===== src/rtl/pcs_pkg.sv =====
package pcs_pkg;

  typedef enum logic [2:0] {
    OP_HOLD    = 3'd0,
    OP_STEP    = 3'd1,
    OP_SKIP    = 3'd2,
    OP_PREFIX  = 3'd3,
    OP_JUMP    = 3'd4,
    OP_CALL    = 3'd5,
    OP_RET     = 3'd6,
    OP_RETSKIP = 3'd7
  } pcs_op_e;

  // Strobes from control to datapath, one cycle each.
  typedef struct packed {
    logic stepOne;      // live slot += 1
    logic stepTwo;      // live slot += 2
    logic loadLocal;    // live slot <= in-page jump target
    logic loadCall;     // live slot <= +1, next slot <= call target
    logic popSkip;      // slot below pointer += 1
    logic latchPage;    // record pending page prefix
    logic consumePage;  // drop pending page prefix
  } pcs_strobe_t;

endpackage


===== src/rtl/pcs_ctrl.sv =====
module pcs_ctrl
  import pcs_pkg::*;
#(
  parameter int SLOTS = 4,
  localparam int PTR_W = (SLOTS > 1) ? $clog2(SLOTS) : 1
) (
  input  logic             clk,
  input  logic             rstN,
  input  pcs_op_e          opCode,
  output pcs_strobe_t      strb,
  output logic [PTR_W-1:0] ptrNow,
  output logic [PTR_W-1:0] ptrUp,
  output logic [PTR_W-1:0] ptrDown
);

  localparam logic [PTR_W-1:0] PTR_TOP = PTR_W'(SLOTS - 1);

  logic ptrPush;
  logic ptrPop;

  // Neighbour slots with wrap, valid for any slot count.
  always_comb begin
    ptrUp   = (ptrNow == PTR_TOP) ? '0 : ptrNow + 1'b1;
    ptrDown = (ptrNow == '0) ? PTR_TOP : ptrNow - 1'b1;
  end

  always_comb begin
    strb    = '0;
    ptrPush = 1'b0;
    ptrPop  = 1'b0;
    unique case (opCode)
      OP_HOLD: ;
      OP_STEP: strb.stepOne = 1'b1;
      OP_SKIP: strb.stepTwo = 1'b1;
      OP_PREFIX: begin
        strb.stepOne   = 1'b1;
        strb.latchPage = 1'b1;
      end
      OP_JUMP: begin
        strb.loadLocal   = 1'b1;
        strb.consumePage = 1'b1;
      end
      OP_CALL: begin
        strb.loadCall    = 1'b1;
        strb.consumePage = 1'b1;
        ptrPush          = 1'b1;
      end
      OP_RET: ptrPop = 1'b1;
      OP_RETSKIP: begin
        strb.popSkip = 1'b1;
        ptrPop       = 1'b1;
      end
      default: ;
    endcase
  end

  always_ff @(posedge clk) begin
    if (!rstN)        ptrNow <= '0;
    else if (ptrPush) ptrNow <= ptrUp;
    else if (ptrPop)  ptrNow <= ptrDown;
  end

endmodule


===== src/rtl/pcs_datapath.sv =====
module pcs_datapath
  import pcs_pkg::*;
#(
  parameter int ADDR_W   = 13,
  parameter int OFFS_W   = 6,
  parameter int PAGE_W   = 4,
  parameter int SLOTS    = 4,
  parameter int SUB_PAGE = 15,
  localparam int PTR_W  = (SLOTS > 1) ? $clog2(SLOTS) : 1,
  localparam int BANK_W = ADDR_W - PAGE_W - OFFS_W
) (
  input  logic              clk,
  input  logic              rstN,
  input  pcs_strobe_t       strb,
  input  logic [PTR_W-1:0]  ptrNow,
  input  logic [PTR_W-1:0]  ptrUp,
  input  logic [PTR_W-1:0]  ptrDown,
  input  logic [OFFS_W-1:0] targetIn,
  input  logic [PAGE_W-1:0] pageIn,
  output logic [ADDR_W-1:0] fetchAddr,
  output logic              prefixValid
);

  localparam logic [PAGE_W-1:0] SUB_PG = PAGE_W'(SUB_PAGE);

  logic [ADDR_W-1:0] slotQ [SLOTS];
  logic [PAGE_W-1:0] prefixPage;

  logic [BANK_W-1:0] curBank;
  logic [PAGE_W-1:0] curPage;
  logic [PAGE_W-1:0] jumpPage;
  logic [PAGE_W-1:0] callPage;
  logic [ADDR_W-1:0] jumpAddr;
  logic [ADDR_W-1:0] callAddr;
  logic [ADDR_W-1:0] seqOne;
  logic [ADDR_W-1:0] seqTwo;

  assign fetchAddr = slotQ[ptrNow];

  // Transfer targets built from the live address and the pending prefix.
  always_comb begin
    curBank  = fetchAddr[ADDR_W-1 -: BANK_W];
    curPage  = fetchAddr[OFFS_W +: PAGE_W];
    jumpPage = prefixValid ? prefixPage : curPage;
    callPage = prefixValid ? prefixPage : SUB_PG;
    jumpAddr = {curBank, jumpPage, targetIn};
    callAddr = {curBank, callPage, targetIn};
    seqOne   = fetchAddr + ADDR_W'(1);
    seqTwo   = fetchAddr + ADDR_W'(2);
  end

  for (genvar g = 0; g < SLOTS; g++) begin : gSlot
    localparam logic [PTR_W-1:0] IDX = PTR_W'(g);
    logic [ADDR_W-1:0] slotD;

    always_comb begin
      slotD = slotQ[g];
      if (IDX == ptrNow) begin
        if (strb.stepOne)        slotD = seqOne;
        else if (strb.stepTwo)   slotD = seqTwo;
        else if (strb.loadLocal) slotD = jumpAddr;
        else if (strb.loadCall)  slotD = seqOne;
      end
      if (strb.loadCall && IDX == ptrUp)   slotD = callAddr;
      if (strb.popSkip && IDX == ptrDown)  slotD = slotQ[g] + ADDR_W'(1);
    end

    always_ff @(posedge clk) begin
      if (!rstN) slotQ[g] <= '0;
      else       slotQ[g] <= slotD;
    end
  end

  // Pending page prefix: a new prefix wins over a consume in the same cycle.
  always_ff @(posedge clk) begin
    if (!rstN) begin
      prefixValid <= 1'b0;
      prefixPage  <= '0;
    end else if (strb.latchPage) begin
      prefixValid <= 1'b1;
      prefixPage  <= pageIn;
    end else if (strb.consumePage) begin
      prefixValid <= 1'b0;
    end
  end

endmodule


===== src/rtl/pc_stack.sv =====
module pc_stack
  import pcs_pkg::*;
#(
  parameter int ADDR_W   = 13,
  parameter int OFFS_W   = 6,
  parameter int PAGE_W   = 4,
  parameter int SLOTS    = 4,
  parameter int SUB_PAGE = 15,
  localparam int PTR_W = (SLOTS > 1) ? $clog2(SLOTS) : 1
) (
  input  logic              clk,
  input  logic              rstN,
  input  logic [2:0]        opIn,
  input  logic [OFFS_W-1:0] targetIn,
  input  logic [PAGE_W-1:0] pageIn,
  output logic [ADDR_W-1:0] fetchAddr
);

  pcs_strobe_t      strb;
  logic [PTR_W-1:0] ptrNow;
  logic [PTR_W-1:0] ptrUp;
  logic [PTR_W-1:0] ptrDown;
  logic             prefixValid;
  pcs_op_e          opCode;

  assign opCode = pcs_op_e'(opIn);

  pcs_ctrl #(.SLOTS(SLOTS)) u_ctrl (
    .clk     (clk),
    .rstN    (rstN),
    .opCode  (opCode),
    .strb    (strb),
    .ptrNow  (ptrNow),
    .ptrUp   (ptrUp),
    .ptrDown (ptrDown)
  );

  pcs_datapath #(
    .ADDR_W  (ADDR_W),
    .OFFS_W  (OFFS_W),
    .PAGE_W  (PAGE_W),
    .SLOTS   (SLOTS),
    .SUB_PAGE(SUB_PAGE)
  ) u_dp (
    .clk        (clk),
    .rstN       (rstN),
    .strb       (strb),
    .ptrNow     (ptrNow),
    .ptrUp      (ptrUp),
    .ptrDown    (ptrDown),
    .targetIn   (targetIn),
    .pageIn     (pageIn),
    .fetchAddr  (fetchAddr),
    .prefixValid(prefixValid)
  );

endmodule


===== config.mk =====
export PLATFORM = sky130hd
export DESIGN_NAME = pc_stack
export DESIGN_NICKNAME = d
export VERILOG_FILES = /design/src/rtl/pcs_pkg.sv /design/src/rtl/pcs_ctrl.sv /design/src/rtl/pcs_datapath.sv /design/src/rtl/pc_stack.sv
export SDC_FILE = /design/constraint.sdc
export NUM_CORES = 1
export LEC_CHECK = 0
export ABC_AREA = 1
export BUFFER_PORTS_ARGS = -buffer_cell sky130_fd_sc_hd__buf_2
export CORE_ASPECT_RATIO = 0.6
export CORE_MARGIN = 4
export CORE_UTILIZATION = 30
export DETAILED_ROUTE_END_ITERATION = 6
export PLACE_DENSITY = 0.42
export SYNTH_ARGS = -nofsm -noshare
export SYNTH_HDL_FRONTEND = slang
export SYNTH_HIERARCHICAL = 1
export SYNTH_SLANG_ARGS = --single-unit

===== constraint.sdc =====
create_clock -name clk -period 2.75 [get_ports clk]
set_input_delay 0.275 -clock clk [delete_from_list [all_inputs] [get_ports clk]]
set_output_delay 0.275 -clock clk [all_outputs]
set_load 0.005 [all_outputs]

==> flow_metrics.tcl, run 1 <==
set metrics [dict create \
    status "completed" \
    initial_utilization 0.305 \
    start_kind "flip-flop" \
    yosysTopAreaCellShare 0.215 \
    ys_seq_elements 59 \
    cts-root-buf "clkbuf_16" \
    cts_inserted_buffers 9 \
    cp_num_cells 15 \
    first_pass_iters 5 \
    areaGrowthSynthToFinish_pct 18.5 \
    power_density_nw_per_um2 508 \
    ir_worst_vdd_uv 294 \
    path_clk_slew_ns 0.06 \
    synthCells 981 \
    grt_max_degree 23 \
    slew_viol_final 0 \
    maxCapViolCount 0 \
    totalWireLength_um 24000 \
    cts_sinks 59 \
    final_antenna_net_count 0 \
    critical-path-max-stage-delay_ns 0.42 \
    cp_slowest_cell "dfxtp_2" \
    cts_resized 0 \
    setup_viol_count_final 0 \
    syn_nets 1004 \
    fmax_ghz 0.397 \
    holdPathStages 3 \
    dp_hpwl_um 18900 \
    synth.yosys.seq_area_share 0.215 \
    die_w_um 183 \
    worst_slew_pin_slew_ns 0.591 \
    hold_viol_final 0 \
    die_height_um 113 \
    synth.distinct_cells 33 \
    detail_route.wl_per_cell_um 18.7 \
    critPathRequiredTime_ns 2.99 \
    cp_cell_sequence "buf_6 > nand2_1 > nand2_1 > nand2_1 > nand2_1 > ha_1 > inv_1 > nor2_1 > nand2_1 > inv_2 > nand2_1 > nand3_1 > nand2_1 > o21ai_0 > a21oi_1" \
    grt.total_usage 0.235 \
    multi_input_area_um2 3690 \
    ctsLongestPathBuffers 2 \
    drt_iter0_markers 759 \
    htreeDepth 3 \
    antenna_found_initial 1 \
    cp_top_family "simple AND/OR/NAND/NOR gates" \
    fin_crit_sh 0.915 \
    cp_common_cell "nand2_1" \
    fin_ws_ns 0.233 \
    cts_hold_buf 0 \
    reg2reg_depth 15 \
    fin_skew_ns 0.00998 \
    fillers 2050 \
    dieArea_um2 20600 \
    clk_latency_ns 0.35 \
    core_area_um2 18000 \
    place_congestion 0.949 \
    nets 1062 \
    period_needed_ns 2.52 \
    diodes 0 \
    drc 0 \
    cp-end-kind "flip-flop" \
    yosys_warnings 6 \
    rows 38 \
    cts_tree "yes" \
    grt_pass1_vias 6011 \
    crit_type "reg2reg" \
    critPathMaxFanout 19 \
    preCtsSetupSlack_ns 0.0906 \
    leakage_nw 2.96 \
    drt-vias-per-instance 5.23 \
    synthesis.area_um2 5490 \
    portBuffers 27 \
    yosys.area.top_type "dfxtp_1" \
    hold_class "in2reg" \
    ys_top_cells_by_area "dfxtp_1 (21%), nand2_1 (15%), o21ai_0 (11%), a21oi_1 (11%), inv_1 (8.0%)" \
    regArea_um2 1180 \
    via_count 6715 \
    hold_ws_ns 0.169 \
    pin_count 28 \
    slew_headroom 0.605 \
    syn_area_per_cell_um2 5.60 \
    gr-total-overflow 0 \
    crit_buf_inv 3 \
    layout-drive-gt1-share 0.140 \
    crit_arrival_ns 2.75 \
    post_cts_buffers 0 \
    grt_pass1_wl_um 37200 \
]
## synth_stat cells (all sizes together)
cell	instances
nand2	245
o21ai	138
inv	122
a21oi	118
nor2	113
nand3	79
dfxtp	59
clkbuf	24
nor3	19
a31oi	10
nand4	10
buf	9
ha	8
clkinv	6
o211ai	6
xor2	6
o22ai	3
nor4	2
a31o	1
a32o	1
o21a	1
o21bai	1
## cells by family (layout without fill, tap and decap cells)
group                    count (synthesis)  count (layout)  share of synthesized area
AND/OR/NAND/NOR                        468             468                      0.378
AO/OA/AOI/OAI                          279             279                      0.262
buffers and inverters                  161             224                      0.117
flip-flops                              59              59                      0.215
adder cells (fa/ha/maj)                  8               8                     0.0182
XOR/XNOR                                 6               6                    0.00956
## per-layer routing
metal / wire [µm] / GRT usage
met1: 13200 / 0.388
met2: 8680 / 0.302
met3: 1860 / 0.0527
met4: 264 / 0.0450
met5: 7 / 0
## worst register-to-register path, stage by stage, from the launching register on
cell	delay (ns)
dfxtp_2	0.42
buf_6	0.25
nand2_1	0.10
nand2_1	0.11
nand2_1	0.10
nand2_1	0.10
ha_1	0.22
inv_1	0.05
nor2_1	0.28
nand2_1	0.13
inv_2	0.09
nand2_1	0.05
nand3_1	0.07
nand2_1	0.13
o21ai_0	0.22
a21oi_1	0.09
## flip-flops by register name (all words and copies together), names as in the netlist
register / flops
u_dp/slotQ: 52
u_ctrl/ptrNow: 2
u_dp/prefixValid: 1
u_dp/prefixPage: 4
## through the flow
| step | power [W] | setup TNS, ns | utilization | instance area [µm²] | std cells |
|---|---|---|---|---|---|
| after floorplan | 0.00169 | 0 | - | 5490 | 981 |
| after global placement | 0.00214 | 0 | 0.344 | 6210 | 1268 |
| after detailed placement | 0.00212 | 0 | 0.344 | 6210 | 1268 |
| after CTS | 0.00333 | 0 | 0.361 | 6500 | 1284 |
| after global routing | 0.00352 | -0.00214 | 0.361 | 6510 | 1284 |
| final | 0.00331 | 0 | 0.361 | 6510 | 1284 |
## final cells by class
type / instances / share of cell area
clock buffer: 11 / 0.0373
clock inverter: 5 / 0.00807
inverter: 128 / 0.0738
multi-input combinational: 761 / 0.567
sequential: 59 / 0.182
tap: 240 / 0.0461
timing repair buffer: 80 / 0.0863
## placed cells by master, fill, tap and decap left out, types with 5 or more instances in the layout
cell type | netlist | final
inv_2 | 5 | 6
buf_2 | 2 | 27
o211ai_1 | 6 | 6
nor3_1 | 15 | 12
clkbuf_16 | 0 | 9
xor2_1 | 6 | 6
nand2_4 | 6 | 6
nor2_2 | 8 | 9
nand4_1 | 10 | 10
nor2_1 | 101 | 100
nand2_1 | 225 | 225
o21ai_0 | 121 | 121
nor3_2 | 4 | 7
a21oi_1 | 118 | 118
ha_1 | 8 | 8
a31oi_1 | 10 | 10
clkinv_1 | 6 | 5
dfxtp_1 | 59 | 57
nand2_2 | 14 | 14
o21ai_1 | 17 | 17
nand3_1 | 77 | 77
buf_4 | 5 | 50
inv_1 | 117 | 117
## path summary, 6_finish.rpt
kind                         to          startpoint  slack [ns]
max            u_dp/slotQ[1][7]    u_ctrl/ptrNow[0]        0.23
min          u_dp/prefixPage[0]           pageIn[0]        0.17
max reg2reg    u_dp/slotQ[1][7]    u_ctrl/ptrNow[0]        0.23
min reg2reg  u_dp/prefixPage[3]  u_dp/prefixPage[3]        0.51
## power by group
group	switching, W	total (W)	internal (W)
registers	0.000116	0.00106	0.000948
logic	0.000709	0.00106	0.000351
clock network	0.000464	0.00119	0.000722
total	0.00129	0.00331	0.00202
No activity file was read; power rests on OpenSTA's default activity.
==> run 2: changes to the inputs <==
--- a/config.mk
+++ b/config.mk
@@ -11,6 +11,7 @@
 export CORE_MARGIN = 4
 export CORE_UTILIZATION = 30
 export DETAILED_ROUTE_END_ITERATION = 6
+export MAX_ROUTING_LAYER = met4
 export PLACE_DENSITY = 0.42
 export SYNTH_ARGS = -nofsm -noshare
 export SYNTH_HDL_FRONTEND = slang
==> flow_metrics.tcl, run 2 (synthesis results as in run 1) <==
set metrics [dict create \
    status "completed" \
    first_pass_iters 6 \
    placed_cells 1268 \
    path_clk_slew_ns 0.06 \
    cp_common_cell "nand2_1" \
    hold_viol_final 0 \
    largest-register "u_dp/slotQ" \
    cts_resized 0 \
    grt_use_met1 0.388 \
    gr-total-overflow 0 \
    grt_pass1_wl_um 37100 \
    htreeDepth 3 \
    finalSetupTns_ns 0 \
    dp_hpwl_um 18900 \
    core_area_um2 18000 \
    areaGrowthSynthToFinish_pct 18.6 \
    grt-busiest-layer "met1" \
    crit_arrival_ns 2.79 \
    antenna_found_initial 1 \
    preCtsSetupSlack_ns 0.0906 \
    cts_sinks 59 \
    totalWireLength_um 24000 \
    nets 1062 \
    crit_type "reg2reg" \
    rows 38 \
    clk_latency_ns 0.35 \
    cp_top_family "simple AND/OR/NAND/NOR gates" \
    initial_utilization 0.305 \
    drt_iter0_markers 836 \
    grtUsageMet3 0.0511 \
    ir_worst_vdd_uv 293 \
    via_count 6672 \
    critPathRequiredTime_ns 2.98 \
    die_height_um 113 \
    grt.total_usage 0.242 \
    dieArea_um2 20600 \
    power_density_nw_per_um2 509 \
    ctsLongestPathBuffers 2 \
    grt_max_degree 23 \
    setup_viol_count_final 0 \
    cts_inserted_buffers 9 \
    critPathMaxFanout 19 \
    fillers 2050 \
    worst_slew_pin_slew_ns 0.591 \
    most-common-layout-cells "nand2_1 (225), o21ai_0 (121), a21oi_1 (118)" \
    cp_slowest_cell "dfxtp_2" \
    maxCapViolCount 0 \
    cts_tree "yes" \
    fmax_ghz 0.392 \
    fin_cells 1285 \
    die_w_um 183 \
    slew_viol_final 0 \
    drc 0 \
    fin_ws_ns 0.197 \
    cts_hold_buf 0 \
    detail_route.wl_per_cell_um 18.7 \
    grtUsageMet2 0.302 \
    place_congestion 0.967 \
    drt-vias-per-instance 5.19 \
    largest_reg_flops 52 \
    fin_skew_ns 0.00957 \
    cp_cell_sequence "buf_6 > nand2_1 > nand2_1 > nand2_1 > nand2_1 > ha_1 > inv_1 > nor2_1 > nand2_1 > inv_2 > nand2_1 > nand3_1 > nand2_1 > o21ai_0 > a21oi_1" \
    hold_class "in2reg" \
    slew_headroom 0.605 \
    cts-root-buf "clkbuf_16" \
    crit_buf_inv 3 \
    post_cts_buffers 0 \
    reg.largest.list "u_dp/slotQ: 52 flops, u_dp/prefixPage: 4 flops, u_ctrl/ptrNow: 2 flops" \
    final_antenna_net_count 0 \
    layout-drive-gt1-share 0.140 \
    cp-end-kind "flip-flop" \
    fin_crit_sh 0.928 \
    period_needed_ns 2.55 \
    leakage_nw 2.96 \
    start_kind "flip-flop" \
    critical-path-max-stage-delay_ns 0.42 \
    pin_count 28 \
    layout_commonest_cell "nand2_1" \
    grt_pass1_vias 6024 \
    portBuffers 27 \
]
## run 2: through the flow
| step | total power, W | hold WS [ns] | cell area (µm²) | util |
|---|---|---|---|---|
| finish | 0.00331 | 0.162 | 6510 | 0.361 |
| global placement | 0.00214 | 0.500 | 6210 | 0.344 |
| global route | 0.00351 | 0.198 | 6510 | 0.361 |
| CTS | 0.00333 | 0.161 | 6500 | 0.361 |
| detailed placement | 0.00212 | 0.499 | 6210 | 0.344 |
| floorplan | 0.00169 | 0.395 | 5490 | - |
## run 2: routing by layer
metal | vias up | routed length, µm
li1 | 3357 | -
met1 | 3041 | 13200
met2 | 253 | 8740
met3 | 21 | 1870
met4 | 0 | 219
met5 | - | 0
## run 2: worst paths after layout
check                  endpoint  slack [ns]               start  cells past startpoint
max            u_dp/slotQ[1][7]        0.20    u_ctrl/ptrNow[0]                     15
min          u_dp/prefixPage[0]        0.16           pageIn[0]                      3
max reg2reg    u_dp/slotQ[1][7]        0.20    u_ctrl/ptrNow[0]                     15
min reg2reg  u_dp/prefixPage[3]        0.51  u_dp/prefixPage[3]                      2
## run 2: final cells by class
class / count / area [µm²] / share of cell area
clock buffer: 11 / 243 / 0.0373
clock inverter: 5 / 52.6 / 0.00807
sequential: 59 / 1180 / 0.182
timing repair buffer: 80 / 562 / 0.0862
multi-input combinational: 761 / 3690 / 0.566
tap: 240 / 300 / 0.0461
antenna: 1 / 2.50 / 0.000384
inverter: 128 / 480 / 0.0738
## run 2: worst reg2reg max path: cells and delay by family (launching register included)
kind | cells | cell delay (ns)
buffers and inverters | 3 | 0.39
AO/OA/AOI/OAI | 2 | 0.32
adder cells (fa/ha/maj) | 1 | 0.22
flip-flops | 1 | 0.42
AND/OR/NAND/NOR | 9 | 1.09
## run 2: power by group
| group | total, W | leakage (nW) | internal [W] | switching, W |
|---|---|---|---|---|
| Combinational | 0.00106 | 2.33 | 0.000352 | 0.000709 |
| Sequential | 0.00106 | 0.485 | 0.000948 | 0.000117 |
| Clock | 0.00119 | 0.145 | 0.000722 | 0.000466 |
